$ cat src/rtl/twr_pkg.sv
package twr_pkg;

  localparam real TWO_PI = 6.283185307179586;

  // Kind of rotation on the multiplier bypass, selected by octant bits [2:1]
  typedef enum logic [1:0] {
    TRV_ID   = 2'd0,   // k = 0      : multiply by 1
    TRV_NEGJ = 2'd1,   // k = N/4    : multiply by -j
    TRV_NEG  = 2'd2,   // k = N/2    : multiply by -1
    TRV_POSJ = 2'd3    // k = 3N/4   : multiply by +j
  } trv_kind_e;

  // Fixed-point quantisation with half-up rounding, used at elaboration only
  function automatic int quant(input real x, input int frac);
    return int'($floor(x * (2.0 ** frac) + 0.5));
  endfunction

endpackage

$ cat src/rtl/twr_octant_decode.sv
module twr_octant_decode
  import twr_pkg::*;
#(
  parameter  int N  = 64,
  localparam int AW = $clog2(N),
  localparam int RW = AW - 3
) (
  input  logic [AW-1:0] idx,
  output logic [2:0]    octant,
  output logic [RW:0]   addr,
  output logic          trivial,
  output trv_kind_e     kind
);

  localparam logic [RW:0] EIGHTH = (RW+1)'(N / 8);

  logic [RW-1:0] rem;

  assign octant = idx[AW-1 -: 3];
  assign rem    = idx[RW-1:0];

  always_comb begin
    // odd octants fold backwards from pi/4 so the stored angle stays in [0, pi/4]
    if (octant[0]) addr = EIGHTH - {1'b0, rem};
    else           addr = {1'b0, rem};
    trivial = !octant[0] && (rem == '0);
    kind    = trv_kind_e'(octant[2:1]);
  end

endmodule

$ cat src/rtl/twr_coef_rom.sv
module twr_coef_rom
  import twr_pkg::*;
#(
  parameter  int N     = 64,
  parameter  int CW    = 16,
  parameter  int FRAC  = CW - 2,
  localparam int DEPTH = N / 8 + 1,
  localparam int ABW   = $clog2(N) - 2
) (
  input  logic                 clk,
  input  logic [ABW-1:0]       addr,
  output logic signed [CW-1:0] cos_q,
  output logic signed [CW-1:0] sin_q
);

  logic signed [CW-1:0] cos_tab [DEPTH];
  logic signed [CW-1:0] sin_tab [DEPTH];

  for (genvar i = 0; i < DEPTH; i++) begin : g_tab
    localparam real ANG = TWO_PI * real'(i) / real'(N);
    assign cos_tab[i] = CW'(quant($cos(ANG), FRAC));
    assign sin_tab[i] = CW'(quant($sin(ANG), FRAC));
  end

  // registered read so the table maps onto a synchronous ROM
  always_ff @(posedge clk) begin
    cos_q <= cos_tab[addr];
    sin_q <= sin_tab[addr];
  end

endmodule

$ cat src/rtl/twr_rotate_core.sv
module twr_rotate_core
  import twr_pkg::*;
#(
  parameter  int DW   = 16,
  parameter  int CW   = 16,
  parameter  int FRAC = CW - 2,
  localparam int PW   = DW + CW + 1
) (
  input  logic                 clk,
  input  logic                 rst,
  input  logic                 in_valid,
  input  logic signed [DW-1:0] a,
  input  logic signed [DW-1:0] b,
  input  logic signed [CW-1:0] cos_q,
  input  logic signed [CW-1:0] sin_q,
  input  logic [2:0]           octant,
  input  logic                 trivial,
  input  trv_kind_e            kind,
  output logic                 out_valid,
  output logic signed [DW-1:0] out_re,
  output logic signed [DW-1:0] out_im
);

  localparam logic signed [PW-1:0] RND  = PW'(1) <<< (FRAC - 1);
  localparam logic signed [PW-1:0] MAXV = PW'((2 ** (DW - 1)) - 1);
  localparam logic signed [PW-1:0] MINV = -(PW'(2 ** (DW - 1)));

  logic signed [CW-1:0] cr, ci;
  logic signed [PW-1:0] wa, wb, p_re, p_im, nx_re, nx_im;
  logic signed [PW-1:0] acc_re, acc_im;
  logic                 v2;

  function automatic logic signed [DW-1:0] round_sat(input logic signed [PW-1:0] x);
    logic signed [PW-1:0] r;
    r = (x + RND) >>> FRAC;
    if (r > MAXV)      return MAXV[DW-1:0];
    else if (r < MINV) return MINV[DW-1:0];
    else               return r[DW-1:0];
  endfunction

  // region mapping: build the coefficient from the folded pair
  always_comb begin
    unique case (octant)
      3'd0: begin cr =  cos_q; ci = -sin_q; end
      3'd1: begin cr =  sin_q; ci = -cos_q; end
      3'd2: begin cr = -sin_q; ci = -cos_q; end
      3'd3: begin cr = -cos_q; ci = -sin_q; end
      3'd4: begin cr = -cos_q; ci =  sin_q; end
      3'd5: begin cr = -sin_q; ci =  cos_q; end
      3'd6: begin cr =  sin_q; ci =  cos_q; end
      default: begin cr = cos_q; ci = sin_q; end
    endcase
  end

  always_comb begin
    wa   = PW'(a);
    wb   = PW'(b);
    p_re = (wa * PW'(cr)) - (wb * PW'(ci));
    p_im = (wa * PW'(ci)) + (wb * PW'(cr));
    if (trivial) begin
      unique case (kind)
        TRV_ID:   begin nx_re =  wa <<< FRAC;    nx_im =  wb <<< FRAC;    end
        TRV_NEGJ: begin nx_re =  wb <<< FRAC;    nx_im = -(wa <<< FRAC);  end
        TRV_NEG:  begin nx_re = -(wa <<< FRAC);  nx_im = -(wb <<< FRAC);  end
        default:  begin nx_re = -(wb <<< FRAC);  nx_im =  wa <<< FRAC;    end
      endcase
    end else begin
      nx_re = p_re;
      nx_im = p_im;
    end
  end

  always_ff @(posedge clk) begin
    if (rst) begin
      v2        <= 1'b0;
      acc_re    <= '0;
      acc_im    <= '0;
      out_valid <= 1'b0;
      out_re    <= '0;
      out_im    <= '0;
    end else begin
      v2        <= in_valid;
      acc_re    <= nx_re;
      acc_im    <= nx_im;
      out_valid <= v2;
      out_re    <= round_sat(acc_re);
      out_im    <= round_sat(acc_im);
    end
  end

endmodule

$ cat src/rtl/twr_twiddle_mul.sv
module twr_twiddle_mul
  import twr_pkg::*;
#(
  parameter  int N    = 64,
  parameter  int DW   = 16,
  parameter  int CW   = 16,
  parameter  int FRAC = CW - 2,
  localparam int AW   = $clog2(N),
  localparam int RW   = AW - 3
) (
  input  logic                 clk,
  input  logic                 rst,
  input  logic                 in_valid,
  input  logic signed [DW-1:0] in_re,
  input  logic signed [DW-1:0] in_im,
  input  logic [AW-1:0]        in_idx,
  output logic                 out_valid,
  output logic signed [DW-1:0] out_re,
  output logic signed [DW-1:0] out_im
);

  logic [2:0]           dec_oct, oct1;
  logic [RW:0]          dec_addr;
  logic                 dec_triv, triv1, v1;
  trv_kind_e            dec_kind, kind1;
  logic signed [DW-1:0] a1, b1;
  logic signed [CW-1:0] cos_q, sin_q;

  twr_octant_decode #(.N(N)) u_decode (
    .idx     (in_idx),
    .octant  (dec_oct),
    .addr    (dec_addr),
    .trivial (dec_triv),
    .kind    (dec_kind)
  );

  twr_coef_rom #(.N(N), .CW(CW), .FRAC(FRAC)) u_rom (
    .clk   (clk),
    .addr  (dec_addr),
    .cos_q (cos_q),
    .sin_q (sin_q)
  );

  // stage 1: align sample and decode results with the ROM read
  always_ff @(posedge clk) begin
    if (rst) begin
      v1    <= 1'b0;
      a1    <= '0;
      b1    <= '0;
      oct1  <= '0;
      triv1 <= 1'b0;
      kind1 <= TRV_ID;
    end else begin
      v1    <= in_valid;
      a1    <= in_re;
      b1    <= in_im;
      oct1  <= dec_oct;
      triv1 <= dec_triv;
      kind1 <= dec_kind;
    end
  end

  twr_rotate_core #(.DW(DW), .CW(CW), .FRAC(FRAC)) u_core (
    .clk       (clk),
    .rst       (rst),
    .in_valid  (v1),
    .a         (a1),
    .b         (b1),
    .cos_q     (cos_q),
    .sin_q     (sin_q),
    .octant    (oct1),
    .trivial   (triv1),
    .kind      (kind1),
    .out_valid (out_valid),
    .out_re    (out_re),
    .out_im    (out_im)
  );

endmodule

$ cat config.mk
export PLATFORM = sky130hd
export DESIGN_NAME = twr_twiddle_mul
export DESIGN_NICKNAME = d
export VERILOG_FILES = /design/src/rtl/twr_pkg.sv /design/src/rtl/twr_octant_decode.sv /design/src/rtl/twr_coef_rom.sv /design/src/rtl/twr_rotate_core.sv /design/src/rtl/twr_twiddle_mul.sv
export SDC_FILE = /design/constraint.sdc
export NUM_CORES = 2
export LEC_CHECK = 0
export ABC_AREA = 1
export ABC_CLOCK_PERIOD_IN_PS = 10440
export BUFFER_PORTS_ARGS = -buffer_cell sky130_fd_sc_hd__buf_2
export CAP_MARGIN = 20
export CORE_MARGIN = 2
export CORE_UTILIZATION = 55
export CTS_CLUSTER_DIAMETER = 80
export DETAILED_ROUTE_END_ITERATION = 16
export GPL_TIMING_DRIVEN = 0
export PLACE_DENSITY = 0.82
export SETUP_SLACK_MARGIN = 0.15
export SYNTH_ARGS = -nofsm -noshare
export SYNTH_HDL_FRONTEND = slang
export SYNTH_HIERARCHICAL = 1
export SYNTH_SLANG_ARGS = --single-unit
$ cat constraint.sdc
create_clock -name clk -period 10.44 [get_ports clk]
set_clock_uncertainty 0.05 [all_clocks]
set_input_delay 1.566 -clock clk [delete_from_list [all_inputs] [get_ports clk]]
set_output_delay 1.566 -clock clk [all_outputs]
set_load 0.005 [all_outputs]
==> reports/summary.txt <==
Net count, final -> 7416
Syn avg cell area -> 8.305 sq um
Initial antenna violation count -> 4
Final Cell Area -> 51070 sq um
Unique masters post-synth -> 61
Hold Buf Count CTS -> 0
IO Pins -> 74
Post-layout util -> 0.5905
Clk root buf -> clkbuf_16
Clock Tree Buf Depth -> 2
Ys async rst share -> 0
Dominant synthesized flop cell -> dfxtp_1
Critical path launch point type -> flip-flop
Max Fclk -> 98.34 MHz
Hold Slack -> 0.3655 ns
Rows -> 108
Starting Density -> 0.5527
Area grow syn2layout -> 6.839%
WP data arrival -> 10.52 ns
Slew Limit Headroom -> 0.1445
Post-synth EDFFs -> 0
RSZ-0062 raised after global routing -> true
Routed Wire Length -> 206.2 mm
Clk_lat worst skew -> 0.51 ns
Max H-tree Level -> 4
First-pass GRT wire length -> 296.7 mm
Worst slew pin tran -> 1.283 ns
Yosys reg bits -> 141
FF/Latch Area -> 2826 sq um
M1 GR Usage -> 0.5917
Largest net degree at the start of global routing -> 20
Post-layout min period -> 10.17 ns
Slowest CP cell -> fa_1
Gr usage total -> 0.4770
Met2 GRT Util -> 0.6579
Drc violations -> 0
HP Class -> flip-flop to flip-flop
Period utilization -> 0.9740
Critical path endpoint category -> flip-flop
Seq/Total Area, Yosys -> 0.05905
DIE WIDTH -> 298.8 microns
Worst-path clk slew -> 0.08 ns
Die height -> 298.8 microns
Critical path's top delay family -> adder cells
Drt wl/cell -> 29.21 microns
Hold Fails Final Rpt -> 0
CTS sink cnt -> 141
Detailed Place HPWL -> 168.5 mm
Detail-routed via count per cell -> 5.864
Fill count -> 7821
WP data required -> 10.79 ns
Final ANT Viol Nets -> 0
Kind of critical path -> flip-flop to flip-flop
Port-buffer cells -> 70
Most used cell, CP -> nand2_1
Status -> finished clean
Final slew viol count -> 0
Multi-input logic area -> 38510 sq um
Synthesized cell area -> 47800 sq um
Drt first pass iters -> 9
CTS tree -> built
Die area -> 89290 sq um
CP bufs+invs -> 9
Core area -> 86480 sq um
DRT iter0 DRCs -> 5070
Placed inst area -> 50040 sq um
Largest stage delay, worst path -> 0.70 ns
CTS Buf Count -> 17
Remaining Overflow, GRT -> 0
DR vias -> 41391
Crit-path max FO -> 10
Setup violators final -> 0
Met3 usage -> 0.1765
Synth warn -> 6
Number of global-route vias before repair -> 42777
Share of cells above drive strength 1 -> 0.05645
Cells after Synth -> 5756
Max-Cap Viols -> 0
Top Usage Layer GRT -> met2
RD Place Congestion -> 1.086
## Yosys cell counts (7+ instances only)
library cell / count / area [sq um]
o2111ai_1: 19 / 166.4
nand4_1: 24 / 150.1
o22ai_1: 13 / 81.33
nand2_1: 974 / 3656
o21a_1: 7 / 52.55
a31oi_1: 8 / 50.05
a21oi_1: 147 / 735.7
nor4_1: 12 / 75.07
fa_1: 1172 / 23460
ha_1: 317 / 3966
inv_1: 1431 / 5371
nand2_2: 8 / 50.05
buf_2: 56 / 280.3
nor3_1: 26 / 130.1
nand3_1: 165 / 825.8
o21ai_0: 112 / 560.5
xor2_1: 61 / 534.3
o21ai_2: 12 / 105.1
dfxtp_1: 141 / 2823
nand3b_1: 18 / 135.1
a21o_1: 10 / 75.07
clkinv_1: 15 / 56.30
nor2_1: 690 / 2590
or2_2: 8 / 50.05
clkbuf_1: 162 / 608.1
o221ai_1: 9 / 78.83
xnor2_1: 31 / 271.5
inv_2: 17 / 63.81
buf_4: 17 / 127.6
## layout by cell type (no fill, tap or decap), types with 8 or more instances in the layout
| cell | n |
|---|---|
| xor2_1 | 61 |
| o22ai_1 | 13 |
| nand4_1 | 24 |
| nand2_1 | 960 |
| o21ai_0 | 111 |
| nand3_1 | 163 |
| xnor2_1 | 31 |
| buf_4 | 27 |
| a31oi_1 | 8 |
| clkinv_1 | 13 |
| inv_2 | 15 |
| clkbuf_16 | 18 |
| a21o_1 | 10 |
| a21oi_1 | 146 |
| nor2_1 | 687 |
| nand2_2 | 18 |
| o2111ai_1 | 19 |
| inv_1 | 1427 |
| o21ai_2 | 14 |
| dfxtp_1 | 140 |
| fa_1 | 1170 |
| ha_1 | 317 |
| nand3b_1 | 18 |
| o221ai_1 | 9 |
| buf_8 | 24 |
| or2_2 | 8 |
| nor3_1 | 26 |
| buf_2 | 119 |
| nor4_1 | 12 |
| clkbuf_1 | 152 |
## layer usage
layer | routed length [microns] | vias up | share of wire
met5 | 61 | - | 0.00030
met4 | 23040 | 8 | 0.11
met3 | 28420 | 807 | 0.14
met2 | 81600 | 2879 | 0.40
met1 | 73040 | 20698 | 0.35
li1 | - | 16999 | -
## sequential cells by signal, indices dropped and copies added, names as in the netlist, 3 cells and up
name,flops
u_core/out_re,16
u_rom/cos_q,14
a1,16
u_core/acc_im,20
u_rom/sin_q,14
u_core/out_im,16
b1,16
oct1,3
u_core/acc_re,20
## worst register-to-register path, delay by kind of cell (launching register included)
kind	cells	cell delay, ns
simple gates	12	2.08
compound gates	4	1.03
xor+xnor	1	0.20
fa+ha+maj	10	4.84
buf+inv	9	1.45
flops	1	0.43
## worst paths after layout
kind	startpoint	endpoint	slack, ns	depth (start not counted)
min reg2reg	v1	u_core/v2	0.37	2
min	v1	u_core/v2	0.37	2
max reg2reg	u_rom/cos_q[0]	u_core/acc_im[32]	0.27	36
max	u_rom/cos_q[0]	u_core/acc_im[32]	0.27	36
## through the flow
stage	setup WS [ns]	TNS (ns)	instances
after floorplan	2.799	0	5758
after global placement	-0.6819	-2.131	6983
after detailed placement	-0.6792	-2.029	7006
after CTS	0.1566	0	7041
after global routing	0.1026	0	7054
final	0.2715	0	7058
## what timing repair did
item,CTS,global route
gates resized for setup,13,51
pin swaps,0,1
buffers inserted,4,4
setup endpoints to repair,24,23
## layout make-up
cell class	instances	area share
clock inverters	15	0.004385
repair buffers	110	0.01935
well taps	1155	0.02830
multi-input cells	3910	0.7540
clock buffers	17	0.008330
flip-flops and latches	141	0.05534
plain buffers	243	0.02205
inverters	1463	0.1080
diodes	4	0.0001960
## kinds of logic after synthesis
family	after synthesis	synth area share
xor+xnor	94	0.01754
buf+inv	1707	0.1378
fa+ha+maj	1489	0.5738
other cells	1	0.00007845
simple gates	1951	0.1655
flops	141	0.05905
compound gates	373	0.04622
Power is left out: the tool's default activity adds up to more than one toggle a clock period on the data nets, which glitch-free logic cannot reach.
